### config.mk
export PLATFORM = sky130hd
export DESIGN_NAME = private_region_filter
export DESIGN_NICKNAME = d
export VERILOG_FILES = /design/src/rtl/prf_pkg.sv /design/src/rtl/prf_lru.sv /design/src/rtl/prf_set.sv /design/src/rtl/private_region_filter.sv
export SDC_FILE = /design/constraint.sdc
export NUM_CORES = 2
export LEC_CHECK = 0
export BUFFER_PORTS_ARGS = -buffer_cell sky130_fd_sc_hd__buf_4
export CAP_MARGIN = 25
export CORE_UTILIZATION = 50
export DETAILED_ROUTE_END_ITERATION = 8
export HOLD_SLACK_MARGIN = 0.1
export PLACE_DENSITY = 0.68
export SETUP_SLACK_MARGIN = 0.3
export SLEW_MARGIN = 25
export SYNTH_ARGS = -nofsm -noshare
export SYNTH_HDL_FRONTEND = slang
export SYNTH_HIERARCHICAL = 1
export SYNTH_SLANG_ARGS = --single-unit
export TNS_END_PERCENT = 20
### constraint.sdc
create_clock -name clk -period 5 [get_ports clk]
set_input_delay 1 -clock clk [delete_from_list [all_inputs] [get_ports clk]]
set_output_delay 1 -clock clk [all_outputs]
set_load 0.1 [all_outputs]
### src/rtl/prf_pkg.sv
package prf_pkg;
  // Source of a recency update inside one set
  typedef enum logic [1:0] {
    TOUCH_NONE  = 2'd0,
    TOUCH_ALLOC = 2'd1,
    TOUCH_HIT   = 2'd2
  } touch_src_e;
endpackage

### src/rtl/prf_lru.sv
module prf_lru #(
  parameter int WAYS  = 4,
  parameter int WAY_W = (WAYS > 1) ? $clog2(WAYS) : 1
) (
  input  logic             clk,
  input  logic             rst,
  input  logic             touch_en,
  input  logic [WAY_W-1:0] touch_way,
  input  logic [WAYS-1:0]  way_vld,
  output logic [WAY_W-1:0] victim
);
  // age 0 = most recent, WAYS-1 = least recent; ages stay a permutation
  logic [WAY_W-1:0] age_q [WAYS];
  logic [WAYS-1:0]  oldest_v;

  always_ff @(posedge clk) begin
    if (rst) begin
      for (int i = 0; i < WAYS; i++) age_q[i] <= WAY_W'(i);
    end else if (touch_en) begin
      for (int i = 0; i < WAYS; i++) begin
        if (WAY_W'(i) == touch_way) age_q[i] <= '0;
        else if (age_q[i] < age_q[touch_way]) age_q[i] <= age_q[i] + 1'b1;
      end
    end
  end

  generate
    for (genvar g = 0; g < WAYS; g++) begin : g_old
      assign oldest_v[g] = (age_q[g] == WAY_W'(WAYS - 1));
    end
  endgenerate

  // free way first (lowest index), otherwise the oldest way
  always_comb begin
    logic found;
    found  = 1'b0;
    victim = '0;
    for (int i = 0; i < WAYS; i++) begin
      if (!way_vld[i] && !found) begin
        victim = WAY_W'(i);
        found  = 1'b1;
      end
    end
    if (!found) begin
      for (int i = 0; i < WAYS; i++) begin
        if (oldest_v[i]) victim = WAY_W'(i);
      end
    end
  end

  // recency order must keep exactly one least-recent way
  assert_single_oldest_R8: assert property (@(posedge clk) disable iff (rst)
    $onehot(oldest_v));
endmodule

### src/rtl/prf_set.sv
module prf_set
  import prf_pkg::*;
#(
  parameter int WAYS   = 4,
  parameter int STAG_W = 14
) (
  input  logic              clk,
  input  logic              rst,
  input  logic              lk_en,
  input  logic [STAG_W-1:0] lk_tag,
  output logic              lk_hit,
  input  logic              al_en,
  input  logic [STAG_W-1:0] al_tag,
  input  logic              rm_en,
  input  logic [STAG_W-1:0] rm_tag
);
  localparam int WAY_W = (WAYS > 1) ? $clog2(WAYS) : 1;

  logic [STAG_W-1:0] tag_q [WAYS];
  logic [WAYS-1:0]   vld_q;
  logic [WAYS-1:0]   lk_m, al_m, rm_m;
  logic [WAY_W-1:0]  lk_way, al_way, victim, fill_way, touch_way;
  logic              lk_kill, al_kill, al_go, al_dup, al_new;
  touch_src_e        touch_src;

  generate
    for (genvar w = 0; w < WAYS; w++) begin : g_cmp
      assign lk_m[w] = vld_q[w] && (tag_q[w] == lk_tag);
      assign al_m[w] = vld_q[w] && (tag_q[w] == al_tag);
      assign rm_m[w] = vld_q[w] && (tag_q[w] == rm_tag);
    end
  endgenerate

  // a remote request to the same region overrides lookups and recordings
  assign lk_kill = rm_en && (rm_tag == lk_tag);
  assign al_kill = rm_en && (rm_tag == al_tag);
  assign lk_hit  = lk_en && (|lk_m) && !lk_kill;
  assign al_go   = al_en && !al_kill;
  assign al_dup  = |al_m;
  assign al_new  = al_go && !al_dup;

  always_comb begin
    lk_way = '0;
    al_way = '0;
    for (int w = 0; w < WAYS; w++) begin
      if (lk_m[w]) lk_way = WAY_W'(w);
      if (al_m[w]) al_way = WAY_W'(w);
    end
  end

  assign fill_way = al_dup ? al_way : victim;

  always_comb begin
    if (al_go)       touch_src = TOUCH_ALLOC;
    else if (lk_hit) touch_src = TOUCH_HIT;
    else             touch_src = TOUCH_NONE;
  end

  assign touch_way = (touch_src == TOUCH_ALLOC) ? fill_way : lk_way;

  prf_lru #(.WAYS(WAYS), .WAY_W(WAY_W)) u_lru (
    .clk       (clk),
    .rst       (rst),
    .touch_en  (touch_src != TOUCH_NONE),
    .touch_way (touch_way),
    .way_vld   (vld_q),
    .victim    (victim)
  );

  always_ff @(posedge clk) begin
    if (rst) begin
      vld_q <= '0;
    end else begin
      for (int w = 0; w < WAYS; w++) begin
        if (rm_en && rm_m[w]) vld_q[w] <= 1'b0;
      end
      if (al_new) vld_q[fill_way] <= 1'b1;
    end
  end

  // tag storage carries no reset so it can map onto plain RAM bits
  always_ff @(posedge clk) begin
    if (al_new) tag_q[fill_way] <= al_tag;
  end

  // a region never occupies two ways of a set
  assert_no_duplicate_R7: assert property (@(posedge clk) disable iff (rst)
    $countones(al_m) <= 1);

  generate
    for (genvar w = 0; w < WAYS; w++) begin : g_chk
      // a way turns valid only because of a recording
      assert_alloc_source_R4: assert property (@(posedge clk) disable iff (rst)
        $rose(vld_q[w]) |-> $past(al_en));
      // after a remote request, no valid way holds that region
      assert_remote_clears_R5: assert property (@(posedge clk) disable iff (rst)
        rm_en |=> !(vld_q[w] && (tag_q[w] == $past(rm_tag))));
      // a recording racing a remote request to its region leaves nothing
      assert_race_empty_R6: assert property (@(posedge clk) disable iff (rst)
        (al_en && rm_en && (al_tag == rm_tag))
          |=> !(vld_q[w] && (tag_q[w] == $past(al_tag))));
    end
  endgenerate
endmodule

### src/rtl/private_region_filter.sv
module private_region_filter #(
  parameter int ADDR_W    = 32,
  parameter int REGION_LG = 14,
  parameter int SETS      = 16,
  parameter int WAYS      = 4
) (
  input  logic              clk,
  input  logic              rst,
  input  logic              lk_valid,
  input  logic [ADDR_W-1:0] lk_addr,
  output logic              resp_valid,
  output logic              skip_snoop,
  input  logic              rsp_valid,
  input  logic [ADDR_W-1:0] rsp_addr,
  input  logic              rsp_global_miss,
  input  logic              rmt_valid,
  input  logic [ADDR_W-1:0] rmt_addr
);
  localparam int RTAG_W = ADDR_W - REGION_LG;
  localparam int IDX_W  = $clog2(SETS);
  localparam int STAG_W = RTAG_W - IDX_W;

  logic [RTAG_W-1:0] lk_rt, al_rt, rm_rt;
  logic [SETS-1:0]   set_hit;
  logic              unused_offsets;

  assign lk_rt = lk_addr[ADDR_W-1:REGION_LG];
  assign al_rt = rsp_addr[ADDR_W-1:REGION_LG];
  assign rm_rt = rmt_addr[ADDR_W-1:REGION_LG];
  assign unused_offsets = ^{lk_addr[REGION_LG-1:0], rsp_addr[REGION_LG-1:0],
                            rmt_addr[REGION_LG-1:0]};

  generate
    for (genvar s = 0; s < SETS; s++) begin : g_set
      prf_set #(.WAYS(WAYS), .STAG_W(STAG_W)) u_set (
        .clk    (clk),
        .rst    (rst),
        .lk_en  (lk_valid && (lk_rt[IDX_W-1:0] == IDX_W'(s))),
        .lk_tag (lk_rt[RTAG_W-1:IDX_W]),
        .lk_hit (set_hit[s]),
        .al_en  (rsp_valid && rsp_global_miss && (al_rt[IDX_W-1:0] == IDX_W'(s))),
        .al_tag (al_rt[RTAG_W-1:IDX_W]),
        .rm_en  (rmt_valid && (rm_rt[IDX_W-1:0] == IDX_W'(s))),
        .rm_tag (rm_rt[RTAG_W-1:IDX_W])
      );
    end
  endgenerate

  always_ff @(posedge clk) begin
    if (rst) begin
      resp_valid <= 1'b0;
      skip_snoop <= 1'b0;
    end else begin
      resp_valid <= lk_valid;
      skip_snoop <= lk_valid && (|set_hit);
    end
  end

  // result arrives exactly one cycle after the request
  assert_resp_due_R2: assert property (@(posedge clk) disable iff (rst)
    lk_valid |=> resp_valid);
  assert_resp_idle_R2: assert property (@(posedge clk) disable iff (rst)
    !lk_valid |=> !resp_valid);
  assert_skip_needs_resp_R2: assert property (@(posedge clk) disable iff (rst)
    skip_snoop |-> resp_valid);
endmodule

==> metrics.txt <==
Clock Latency Late Sink 810 ps; post-CTS setup buffer count 0; nets 8,112; GRT overflow 0; area post-placement 89,550 um2; CTS HTree Levels 4; initial antenna violation count 6; CTS tree built; area grow syn2layout 11.42%; Post-CTS Hold Buffers 0; Final Hold Viols 0; crit path DAT 4960 ps; status completed; Worst Path Max Fanout 5; Seq cells post-synth 1,090; post-route ant nets 0; Synth cell types 62; post-route cell area 94,030 um2; most frequent cell after synthesis xnor2_1; yosys warns 6; Die X 412.8 um; Initial DRC Count 6,966; share of cells above drive strength 1 15.59%; Placer Congestion 0.9809; min-delay worst type in2reg; Sw Pwr 0.006545 W; number of global-route vias before repair 63.35k; Data required, critical path 5510 ps; final setup vio count 0; hpwl dp 208.0 mm; Via Count 63.97k; clock sinks 1,090; FILL cells 14.18k; Rows 150; relative slew slack 38.42%; post-route minimum period 4450 ps; Max Clock Freq 224.7 MHz; final wirelength 296.0 mm; Die Ht 412.8 um; Post-synth EDFFs 1,024; Pwr Total 0.02406 W; Setup WS pre-CTS -143.4 ps; PwrDens 255.8 nW/um2; clk root buf clkbuf_16; effective utilization at floorplan 50.41%; prevailing post-synth register cell edfxtp_1; Worst Max-Slew Pin Slew 915.3 ps; TritonRoute pass-1 iters 7; Seq/Total Area, Yosys 38.00%; Synth Cell Area 84,400 um2; routed len/inst 29.03 um; VDD IR max 0.3968 mV; I/O pin total 104; CTS Buf Count 132; core area 167,400 um2; top post-synthesis cells by area edfxtp_1, xnor2_1, nand4_1, xor2_1, buf_6; port bufs 61; sw frac 27.21%; Flop pwr share 41.8%; pin count of the biggest net entering global routing 45; Clock Skew 26.67 ps; CTS Buffer Depth 3; Via density 6.274; Worst Setup End Kind flop; max-cap violations 0; clock network power share 42.0%; critical path type in2reg; Yosys top cell by area edfxtp_1; Total GRT Usage 34.19%; Async S/R FF share, synth 0%; startpoint types input pin; DRC Markers 0; synthesized netlist cell count 7,646; mean area per synthesized cell 11.04 um2; placed instance count 9,952; Die ar. 170,400 um2; Non-Filler Instances 10.20k; fin crit share 88.99%; synth cell count leaders xnor2_1, edfxtp_1, nand4_1, xor2_1, buf_6; top-area cell type share of the netlist area 36.43%; RSZ-0062 raised after global routing no; Int Power 0.01751 W; Slew Viols, Final 0; syn nets 7,876; final worst slack 550.3 ps; combinational power share 16.2%; LEAKAGE 28.94 nW; first-pass GRT wire length 430.9 mm; CTS clk-pin slew, worst paths 60 ps; post-CTS resize count 0; fin util 56.17%
## kinds of logic after synthesis
group / count (synthesis) / synth area share (%)
xor+xnor: 3136 / 32.54
buf+inv: 825 / 7.032
mux: 80 / 1.518
simple gates: 1806 / 13.60
compound gates: 581 / 5.413
fa+ha+maj: 128 / 1.898
flops: 1090 / 38.00
## worst max-delay path, cell delays in order
cell      delay (ps)
buf_4            120
nand3b_1         510
nor3_1           580
nand4_1          150
nor4_1           380
buf_4            230
nor2b_2           60
nor2b_1          130
a21oi_1          320
mux4_1           590
inv_1            160
ha_1             270
o311a_1          130
o21ai_0          150
a21o_1           160
## cell type report
cell class / instances / area [um2] / share of cell area, %
multi-input cells: 5731 / 46500 / 49.45
flip-flops and latches: 1090 / 32070 / 34.11
repair buffers: 806 / 7789 / 8.283
clock buffers: 165 / 3571 / 3.798
well taps: 2204 / 2758 / 2.933
clock inverters: 77 / 889.6 / 0.9461
inverters: 121 / 454.2 / 0.4830
diodes: 2 / 5.005 / 0.005322
## power by group through the flow
stage / registers [W] / logic [W] / clock network [W]
2_1_floorplan: 0.0103 / 0.00247 / 0
3_3_place_gp: 0.0103 / 0.00374 / 0
3_5_place_dp: 0.0103 / 0.00378 / 0
4_1_cts: 0.0101 / 0.00381 / 0.0102
5_1_grt: 0.0101 / 0.00404 / 0.0105
6_report: 0.0101 / 0.00390 / 0.0101
## flip-flops by register name, indices dropped and copies added (netlist names)
signal                   flops
g_set.u_set/u_lru/age_q    128
g_set.u_set/tag_q          896
g_set.u_set/vld_q           64
skip_snoop                   1
resp_valid                   1
## stage by stage
step / hold slack (ps) / TNS (ps)
after floorplan: 517.8 / 0
after global placement: 602.9 / -740.5
after detailed placement: 582.2 / -1957
after CTS: 520.9 / 0
after global routing: 552.5 / 0
final: 570.1 / 0
## path summary, 6_finish.rpt
check                                                  from                                              to  slack (ps)  cells after the start
max                                            rmt_addr[17]  g_set[4].u_set/u_lru/age_q[1][1]$_SDFFCE_PN0P_         550                     15
min                                            rsp_addr[31]           g_set[7].u_set/tag_q[1][13]$_DFFE_PP_         570                      1
max reg2reg  g_set[8].u_set/u_lru/age_q[2][0]$_SDFFCE_PN0P_  g_set[8].u_set/u_lru/age_q[1][0]$_SDFFCE_PN1P_         980                     11
min reg2reg              g_set[1].u_set/vld_q[1]$_SDFF_PP0_              g_set[1].u_set/vld_q[1]$_SDFF_PP0_         630                      2
## per-layer routing
layer	vias up	global-route usage [%]	wire length [um]
met3	852	6.683	31010
met2	3570	53.57	131700
met5	-	0	33
li1	27680	-	-
met4	4	14.60	14450
met1	31870	45.94	118800
## cell usage in the layout, fill, tap and decap left out, types with 20 or more instances in the layout
cell type / n
clkbuf_16: 135
nand4_1: 721
a21oi_1: 48
inv_1: 121
nor3b_2: 24
dfxtp_1: 66
nor2b_2: 20
nand3_1: 142
clkinv_2: 25
nand3b_1: 36
or4_1: 52
o31a_1: 80
a21o_1: 44
edfxtp_1: 1024
o311a_1: 32
o311ai_0: 32
nand2_1: 111
nor4b_2: 32
mux2i_1: 32
buf_12: 119
nor2b_1: 60
nor3_1: 77
ha_1: 128
o211a_1: 28
clkbuf_1: 22
nor3b_1: 24
nor4_1: 195
xnor2_1: 2704
xor2_1: 432
clkbuf_8: 22
o21bai_1: 20
nand2b_1: 42
o21ai_0: 120
buf_4: 644
o21a_1: 48
a31oi_1: 32
nor2_1: 108
Note: power is estimated with default switching activity, not from simulation.
